`src/rtl/regbank_pkg.sv`:
```
`timescale 1ns/1ps
package regbank_pkg;
  localparam int NUM_REGS = 5;
  localparam int LOCAL_W  = $clog2(NUM_REGS);

  localparam int OFF_STAT = 0;
  localparam int OFF_CFG  = 1;
  localparam int OFF_SSET = 2;
  localparam int OFF_RSTB = 3;
  localparam int OFF_WSTB = 4;

  // which offsets accept a write
  localparam logic [NUM_REGS-1:0] WRITABLE_MASK = 5'b10110;

  typedef enum logic [1:0] {
    CELL_CFG  = 2'd0,
    CELL_SSET = 2'd1,
    CELL_RSTB = 2'd2,
    CELL_WSTB = 2'd3
  } cell_kind_e;
endpackage

```
`src/rtl/regbank_decode.sv`:
```
`timescale 1ns/1ps
module regbank_decode #(
  parameter int ADDR_W = 16,
  parameter int NREG = 5,
  parameter int LW = 3,
  parameter logic [ADDR_W-1:0] BASE_ADDR = 16'h0040,
  parameter logic [NREG-1:0] WR_MASK = 5'b10110
) (
  input  logic              clk,
  input  logic              rst,
  input  logic [ADDR_W-1:0] addr,
  input  logic              req_n,
  input  logic              rd_n,
  input  logic              wr_n,
  output logic [NREG-1:0]   rd_sel,
  output logic [NREG-1:0]   wr_sel
);
  logic blk_hit;
  assign blk_hit = (addr[ADDR_W-1:LW] == BASE_ADDR[ADDR_W-1:LW]) && !req_n;

  for (genvar i = 0; i < NREG; i++) begin : g_sel
    logic off_hit;
    assign off_hit   = blk_hit && (addr[LW-1:0] == LW'(i));
    assign rd_sel[i] = off_hit && !rd_n;
    if (WR_MASK[i]) begin : g_wr
      assign wr_sel[i] = off_hit && !wr_n;
    end else begin : g_ro
      assign wr_sel[i] = 1'b0;
    end
  end

  // foreign address or idle request never selects a register
  p_foreign_nosel_r2: assert property (@(posedge clk) disable iff (rst)
    (req_n || addr[ADDR_W-1:LW] != BASE_ADDR[ADDR_W-1:LW]) |-> (rd_sel == '0 && wr_sel == '0));
  // read-only offsets never see a write select
  p_ro_nowrite_r9: assert property (@(posedge clk) disable iff (rst)
    (wr_sel & ~WR_MASK) == '0);
  // at most one register read-selected
  p_rdsel_onehot_r3: assert property (@(posedge clk) disable iff (rst)
    $onehot0(rd_sel));
endmodule

```
`src/rtl/regbank_rdmux.sv`:
```
`timescale 1ns/1ps
module regbank_rdmux #(
  parameter int DATA_W = 8,
  parameter int NREG = 5
) (
  input  logic                         clk,
  input  logic                         rst,
  input  logic [NREG-1:0]              rd_sel,
  input  logic [NREG-1:0][DATA_W-1:0]  rd_src,
  output logic [DATA_W-1:0]            rd_data,
  output logic                         doe
);
  always_comb begin
    rd_data = '0;
    // descending walk: lowest offset has priority
    for (int i = NREG - 1; i >= 0; i--) begin
      if (rd_sel[i]) rd_data = rd_src[i];
    end
  end

  assign doe = |rd_sel;

  // bank drives zero whenever it is not enabled
  p_idle_zero_r10: assert property (@(posedge clk) disable iff (rst)
    !doe |-> rd_data == '0);
endmodule

```
`src/rtl/regbank_cell.sv`:
```
`timescale 1ns/1ps
module regbank_cell
  import regbank_pkg::*;
#(
  parameter int DATA_W = 8,
  parameter cell_kind_e KIND = CELL_CFG,
  parameter logic [DATA_W-1:0] RST_VAL = '0
) (
  input  logic              clk,
  input  logic              rst,
  input  logic              wr_sel,
  input  logic              rd_sel,
  input  logic [DATA_W-1:0] wr_data,
  input  logic [DATA_W-1:0] clr,
  output logic [DATA_W-1:0] q,
  output logic              pulse
);
  if (KIND == CELL_CFG || KIND == CELL_WSTB) begin : g_store
    always_ff @(posedge clk) begin
      if (rst)         q <= RST_VAL;
      else if (wr_sel) q <= wr_data;
    end
    // stored byte holds unless written
    p_hold_unwritten_r5: assert property (@(posedge clk) disable iff (rst)
      !wr_sel |=> $stable(q));
    p_load_written_r8: assert property (@(posedge clk) disable iff (rst)
      wr_sel |=> q == $past(wr_data));
  end else if (KIND == CELL_SSET) begin : g_sset
    always_ff @(posedge clk) begin
      if (rst) q <= RST_VAL;
      else     q <= ((wr_data & {DATA_W{wr_sel}}) | q) & ~clr;
    end
    // a cleared bit is zero after the edge, even if set in the same cycle
    p_clear_wins_r6: assert property (@(posedge clk) disable iff (rst)
      (clr != '0) |=> (q & $past(clr)) == '0);
  end else begin : g_noq
    assign q = '0;
  end

  if (KIND == CELL_WSTB) begin : g_wpulse
    always_ff @(posedge clk) begin
      if (rst) pulse <= 1'b0;
      else     pulse <= wr_sel;
    end
    p_wpulse_one_r8: assert property (@(posedge clk) disable iff (rst)
      pulse |=> !pulse || $past(wr_sel));
  end else if (KIND == CELL_RSTB) begin : g_rpulse
    always_ff @(posedge clk) begin
      if (rst) pulse <= 1'b0;
      else     pulse <= rd_sel;
    end
    p_rpulse_after_read_r7: assert property (@(posedge clk) disable iff (rst)
      rd_sel |=> pulse);
    p_rpulse_idle_r7: assert property (@(posedge clk) disable iff (rst)
      !rd_sel |=> !pulse);
  end else begin : g_nopulse
    assign pulse = 1'b0;
  end

  logic unused_inputs;
  assign unused_inputs = ^{rd_sel, clr, wr_data, wr_sel};
endmodule

```
`src/rtl/periph_regbank.sv`:
```
`timescale 1ns/1ps
module periph_regbank
  import regbank_pkg::*;
#(
  parameter int ADDR_W = 16,
  parameter int DATA_W = 8,
  parameter logic [ADDR_W-1:0] BASE_ADDR = 16'h0040,
  parameter logic [DATA_W-1:0] CFG_RST  = 8'h12,
  parameter logic [DATA_W-1:0] SSET_RST = 8'h00,
  parameter logic [DATA_W-1:0] WSTB_RST = 8'h00
) (
  input  logic              clk,
  input  logic              rst,
  input  logic [ADDR_W-1:0] addr,
  input  logic [DATA_W-1:0] wr_data,
  output logic [DATA_W-1:0] rd_data,
  output logic              doe,
  input  logic              rd_n,
  input  logic              wr_n,
  input  logic              req_n,
  input  logic [DATA_W-1:0] stat_in,
  output logic [DATA_W-1:0] cfg_q,
  output logic [DATA_W-1:0] sset_q,
  input  logic [DATA_W-1:0] sset_clr,
  input  logic [DATA_W-1:0] rstb_in,
  output logic              rstb_pulse,
  output logic [DATA_W-1:0] wstb_q,
  output logic              wstb_pulse
);
  localparam int NREG = NUM_REGS;
  localparam int LW   = LOCAL_W;

  logic [NREG-1:0]             rd_sel, wr_sel;
  logic [NREG-1:0][DATA_W-1:0] rd_src;
  logic                        cfg_pulse_unused, sset_pulse_unused;
  logic [DATA_W-1:0]           rstb_q_unused;

  regbank_decode #(
    .ADDR_W(ADDR_W), .NREG(NREG), .LW(LW),
    .BASE_ADDR(BASE_ADDR), .WR_MASK(WRITABLE_MASK)
  ) u_decode (
    .clk(clk), .rst(rst), .addr(addr), .req_n(req_n),
    .rd_n(rd_n), .wr_n(wr_n), .rd_sel(rd_sel), .wr_sel(wr_sel)
  );

  regbank_cell #(.DATA_W(DATA_W), .KIND(CELL_CFG), .RST_VAL(CFG_RST)) u_cfg (
    .clk(clk), .rst(rst), .wr_sel(wr_sel[OFF_CFG]), .rd_sel(rd_sel[OFF_CFG]),
    .wr_data(wr_data), .clr('0), .q(cfg_q), .pulse(cfg_pulse_unused)
  );

  regbank_cell #(.DATA_W(DATA_W), .KIND(CELL_SSET), .RST_VAL(SSET_RST)) u_sset (
    .clk(clk), .rst(rst), .wr_sel(wr_sel[OFF_SSET]), .rd_sel(rd_sel[OFF_SSET]),
    .wr_data(wr_data), .clr(sset_clr), .q(sset_q), .pulse(sset_pulse_unused)
  );

  regbank_cell #(.DATA_W(DATA_W), .KIND(CELL_RSTB), .RST_VAL('0)) u_rstb (
    .clk(clk), .rst(rst), .wr_sel(wr_sel[OFF_RSTB]), .rd_sel(rd_sel[OFF_RSTB]),
    .wr_data(wr_data), .clr('0), .q(rstb_q_unused), .pulse(rstb_pulse)
  );

  regbank_cell #(.DATA_W(DATA_W), .KIND(CELL_WSTB), .RST_VAL(WSTB_RST)) u_wstb (
    .clk(clk), .rst(rst), .wr_sel(wr_sel[OFF_WSTB]), .rd_sel(rd_sel[OFF_WSTB]),
    .wr_data(wr_data), .clr('0), .q(wstb_q), .pulse(wstb_pulse)
  );

  assign rd_src[OFF_STAT] = stat_in;
  assign rd_src[OFF_CFG]  = cfg_q;
  assign rd_src[OFF_SSET] = sset_q;
  assign rd_src[OFF_RSTB] = rstb_in;
  assign rd_src[OFF_WSTB] = wstb_q;

  regbank_rdmux #(.DATA_W(DATA_W), .NREG(NREG)) u_rdmux (
    .clk(clk), .rst(rst), .rd_sel(rd_sel), .rd_src(rd_src),
    .rd_data(rd_data), .doe(doe)
  );

  // the bank drives only during a requested read
  p_doe_needs_req_r2: assert property (@(posedge clk) disable iff (rst)
    doe |-> (!req_n && !rd_n));
  // unused offsets never enable the bus
  p_gap_offsets_r4: assert property (@(posedge clk) disable iff (rst)
    (addr[LW-1:0] >= LW'(NREG)) |-> !doe);
endmodule

```
`config.mk`:
```
export PLATFORM = sky130hd
export DESIGN_NAME = periph_regbank
export DESIGN_NICKNAME = d
export VERILOG_FILES = /design/src/rtl/regbank_pkg.sv /design/src/rtl/regbank_decode.sv /design/src/rtl/regbank_rdmux.sv /design/src/rtl/regbank_cell.sv /design/src/rtl/periph_regbank.sv
export SDC_FILE = /design/constraint.sdc
export NUM_CORES = 1
export LEC_CHECK = 0
export ABC_AREA = 1
export BUFFER_PORTS_ARGS = -buffer_cell sky130_fd_sc_hd__buf_4
export CAP_MARGIN = 20
export CORE_MARGIN = 4
export CORE_UTILIZATION = 40
export CTS_CLUSTER_SIZE = 28
export DETAILED_ROUTE_END_ITERATION = 10
export PLACE_DENSITY = 0.84
export REMOVE_ABC_BUFFERS = 1
export SYNTH_ARGS = -nofsm -noshare
export SYNTH_HDL_FRONTEND = slang
export SYNTH_SLANG_ARGS = --single-unit
```
`constraint.sdc`:
```
create_clock -name clk -period 2.2 [get_ports clk]
set_input_delay 0.55 -clock clk [delete_from_list [all_inputs] [get_ports clk]]
set_output_delay 0.55 -clock clk [all_outputs]
set_load 0.02 [all_outputs]
```
==> run metrics <==
worst hold slack=0.475 ns; global-route wire length before repair=7980 um; Reg power frac=47.0%; RSZ-0062 raised after global routing=yes; Critical Path, Cell by Cell=buf_6, or2_4, nor2_8, nand4_1, buf_4, nor2_1, nor2_1, nand2_1, nand2_1, nand2_1, buf_6; Final min period=between 2 and 2.5 ns; CP peak stage delay=approximately 0.26 ns; Pwr Total=0.00100 W; Internal=0.000795 W; critical path peak fanout=5; Ys Warns=0; crit-path leading delay family=simple AND/OR/NAND/NOR gates; top post-synthesis cells by count=nor2_1 (63), nand2_1 (54), inv_1 (39); DIE AREA=0.00509 mm2; Post-CTS Hold Buffers=0; final net count=411; setup TNS=-1.60 ns; sequential share of the synthesized area=32.4%; Root Driver=clkbuf_8; die width=71.4 um; final wirelength=just over 5000 um; LEAKAGE=about 1.3 nW; critical path's slowest cell=or2_4; via count=between 1500 and 2000; core area=0.00377 mm2; # clock sinks=26; period utilization=110%; endpoints failing setup=9; Avg Inst Size Synth=roughly 6.4 um2; failing checks=setup timing; number of library cell types mapped by synthesis=25; layout cell share with drive strength beyond 1=46.2%; Hold Fails Final Rpt=0; PortBufs=87; CTS tree=done; DRT Pass-1 Iters=4; Max VDD drop=246 uV; Overflow after GRT=0; Yosys top cell area share=32.4%; Main synth FF type=dfxtp_1; DP HPWL=3870 um; CP most frequent cell=nand2_1; Final Core Density=71.3%; DRT iter0 DRCs=103; Antenna diodes=0; vias per cell=4.74; clock tree buffer depth=2; WP data arrival=1.86 ns; Syn Inst Count=251; FFs w/ async S/R, synth=0%; Die Ht=71.4 um; Yosys top cell by area=dfxtp_1; H-tree Lvls=1; Logic pwr share=about an eighth; max_cap viols=0; worst-margin pin slew=0.499 ns; WP buf/inv=3; Sw Pwr=about 0.00021 W; source-to-sink clock delay at the later pin of the worst-skew pair=0.27 ns; drc violations=0; Highest Clock Rate=between 400 and 500 MHz; WL per Instance=around 13 um; Setup crit start kind=input pin; most frequent cell after synthesis=nor2_1; Pins Over Slew Limit=0; CP Capture Type=output port; clock-pin transition on the worst setup and hold timing paths=around 0.090 ns; routability cong.=about 0.84; Layout Skew=0 ns; CP required=1.65 ns; flops & latches, synth=26; Initial Util=42.6%; GRT Total Usage=19.1%; Synth-to-Final Area Change=67.5%; largest net degree at the start of global routing=27; top cells by area, synth=dfxtp_1 (32%), nor2_1 (15%), nand2_1 (13%); vias in the first global route=roughly 1800; Post-Syn Area=0.00161 mm2; number of flops mapped to enable cells by yosys=0; run status=finished with violations; CTS Buf Count=3; initial antenna violation count=0; Setup WS post-layout=-0.214 ns; num rows=22; Final ANT Viol Nets=0; Setup Crit Path Kind=input pin to output port; pwr/cell area=about 370 mW/mm2; clock share of power=39.7%; Hold WC Path Type=flop to flop; IO Pins=88; Max transition margin=66.7%; switching part of the total=20.5%
[state kept, by name (all words and copies together), names as in the netlist]
signal,cells
u_cfg.q,8
u_sset.q,8
u_wstb.q,8
u_rstb.pulse,1
u_wstb.pulse,1
[path summary, 6_finish.rpt]
path | depth (start not counted) | start | slack [ns] | endpoint
setup / recovery | 11 | addr[11] | -0.21 | rd_data[6]
hold reg to reg | 2 | u_sset.q[2] | 0.48 | u_sset.q[2]
setup reg to reg | 2 | u_wstb.q[5] | 1.47 | u_wstb.q[5]
hold / removal | 2 | u_sset.q[2] | 0.48 | u_sset.q[2]
[layout make-up]
| cell class | count | area [um2] |
|---|---|---|
| clock buffer | 3 | 41.3 |
| clock inverter | 1 | 30.0 |
| fill | 313 | 1080 |
| inverter | 41 | 154 |
| multi-input combinational | 177 | 990 |
| sequential | 26 | 520 |
| tap | 48 | 60.1 |
| timing repair buffer | 109 | 893 |
[what timing repair did]
| action | 4_1_cts | 5_1_grt |
|---|---|---|
| setup endpoints to repair | 9 | 9 |
| resized for setup | 20 | 31 |
| buffers inserted | 0 | 1 |
| pin swaps | 16 | 10 |
[worst min-delay path, cell delays in order, from the launching register on]
cell and delay, ns:
dfxtp_1 0.32, inv_1 0.06, a21oi_1 0.06
[placed cells by master (no fill, tap or decap)]
cell type  synthesis  layout
a211oi_1           6       6
a211oi_2           8       8
a21oi_1           19      19
buf_4              1      89
buf_6              1      20
bufinv_16          0       1
clkbuf_8           0       3
dfxtp_1           26      26
inv_1             39      38
inv_2              2       3
nand2_1           54      48
nand2_2            0       6
nand2_4            1       1
nand3_1            1       1
nand3_2            2       1
nand3_4            0       1
nand4_1            4       4
nor2_1            63      48
nor2_2             1      11
nor2_4             2       7
nor2_8             1       1
nor3_2             0       3
nor3_4             1       1
o21ai_0            2       2
or2_2              8       8
or2_4              1       1
[per-stage QoR]
stage / std cells / area [um2] / setup slack (ns)
after floorplan: 244 / 1560 / -0.120
after detailed placement: 400 / 2430 / -0.216
after CTS: 404 / 2580 / -0.186
after global routing: 405 / 2690 / -0.302
final: 405 / 2690 / -0.214
after global placement: 400 / 2430 / -0.181
[per-layer routing]
layer	vias to the layer above	track usage (%)	wire length (um)
met3	4	4.35	353
met5	-	0	0
met4	0	4.18	37
li1	986	-	-
met2	65	33.4	2570
met1	866	23.8	2170
[kinds of logic (layout without fill, tap and decap cells)]
logic type	count (synthesis)	count (layout)	synth area share (%)
AOI/OAI and AO/OA	35	35	15.6
buffers and inverters	48	154	12.2
and+or+nand+nor	142	142	39.8
DFF	26	26	32.4
[power by group through the flow]
| stage | registers (W) | clock network [W] | logic (W) |
|---|---|---|---|
| after floorplan | 0.000481 | 0 | 0.0000247 |
| after global placement | 0.000481 | 0 | 0.000117 |
| after detailed placement | 0.000481 | 0 | 0.000118 |
| after CTS | 0.000470 | 0.000406 | 0.000123 |
| after global routing | 0.000470 | 0.000416 | 0.000145 |
| final | 0.000470 | 0.000396 | 0.000133 |
Power figures use the tool's default switching activity.
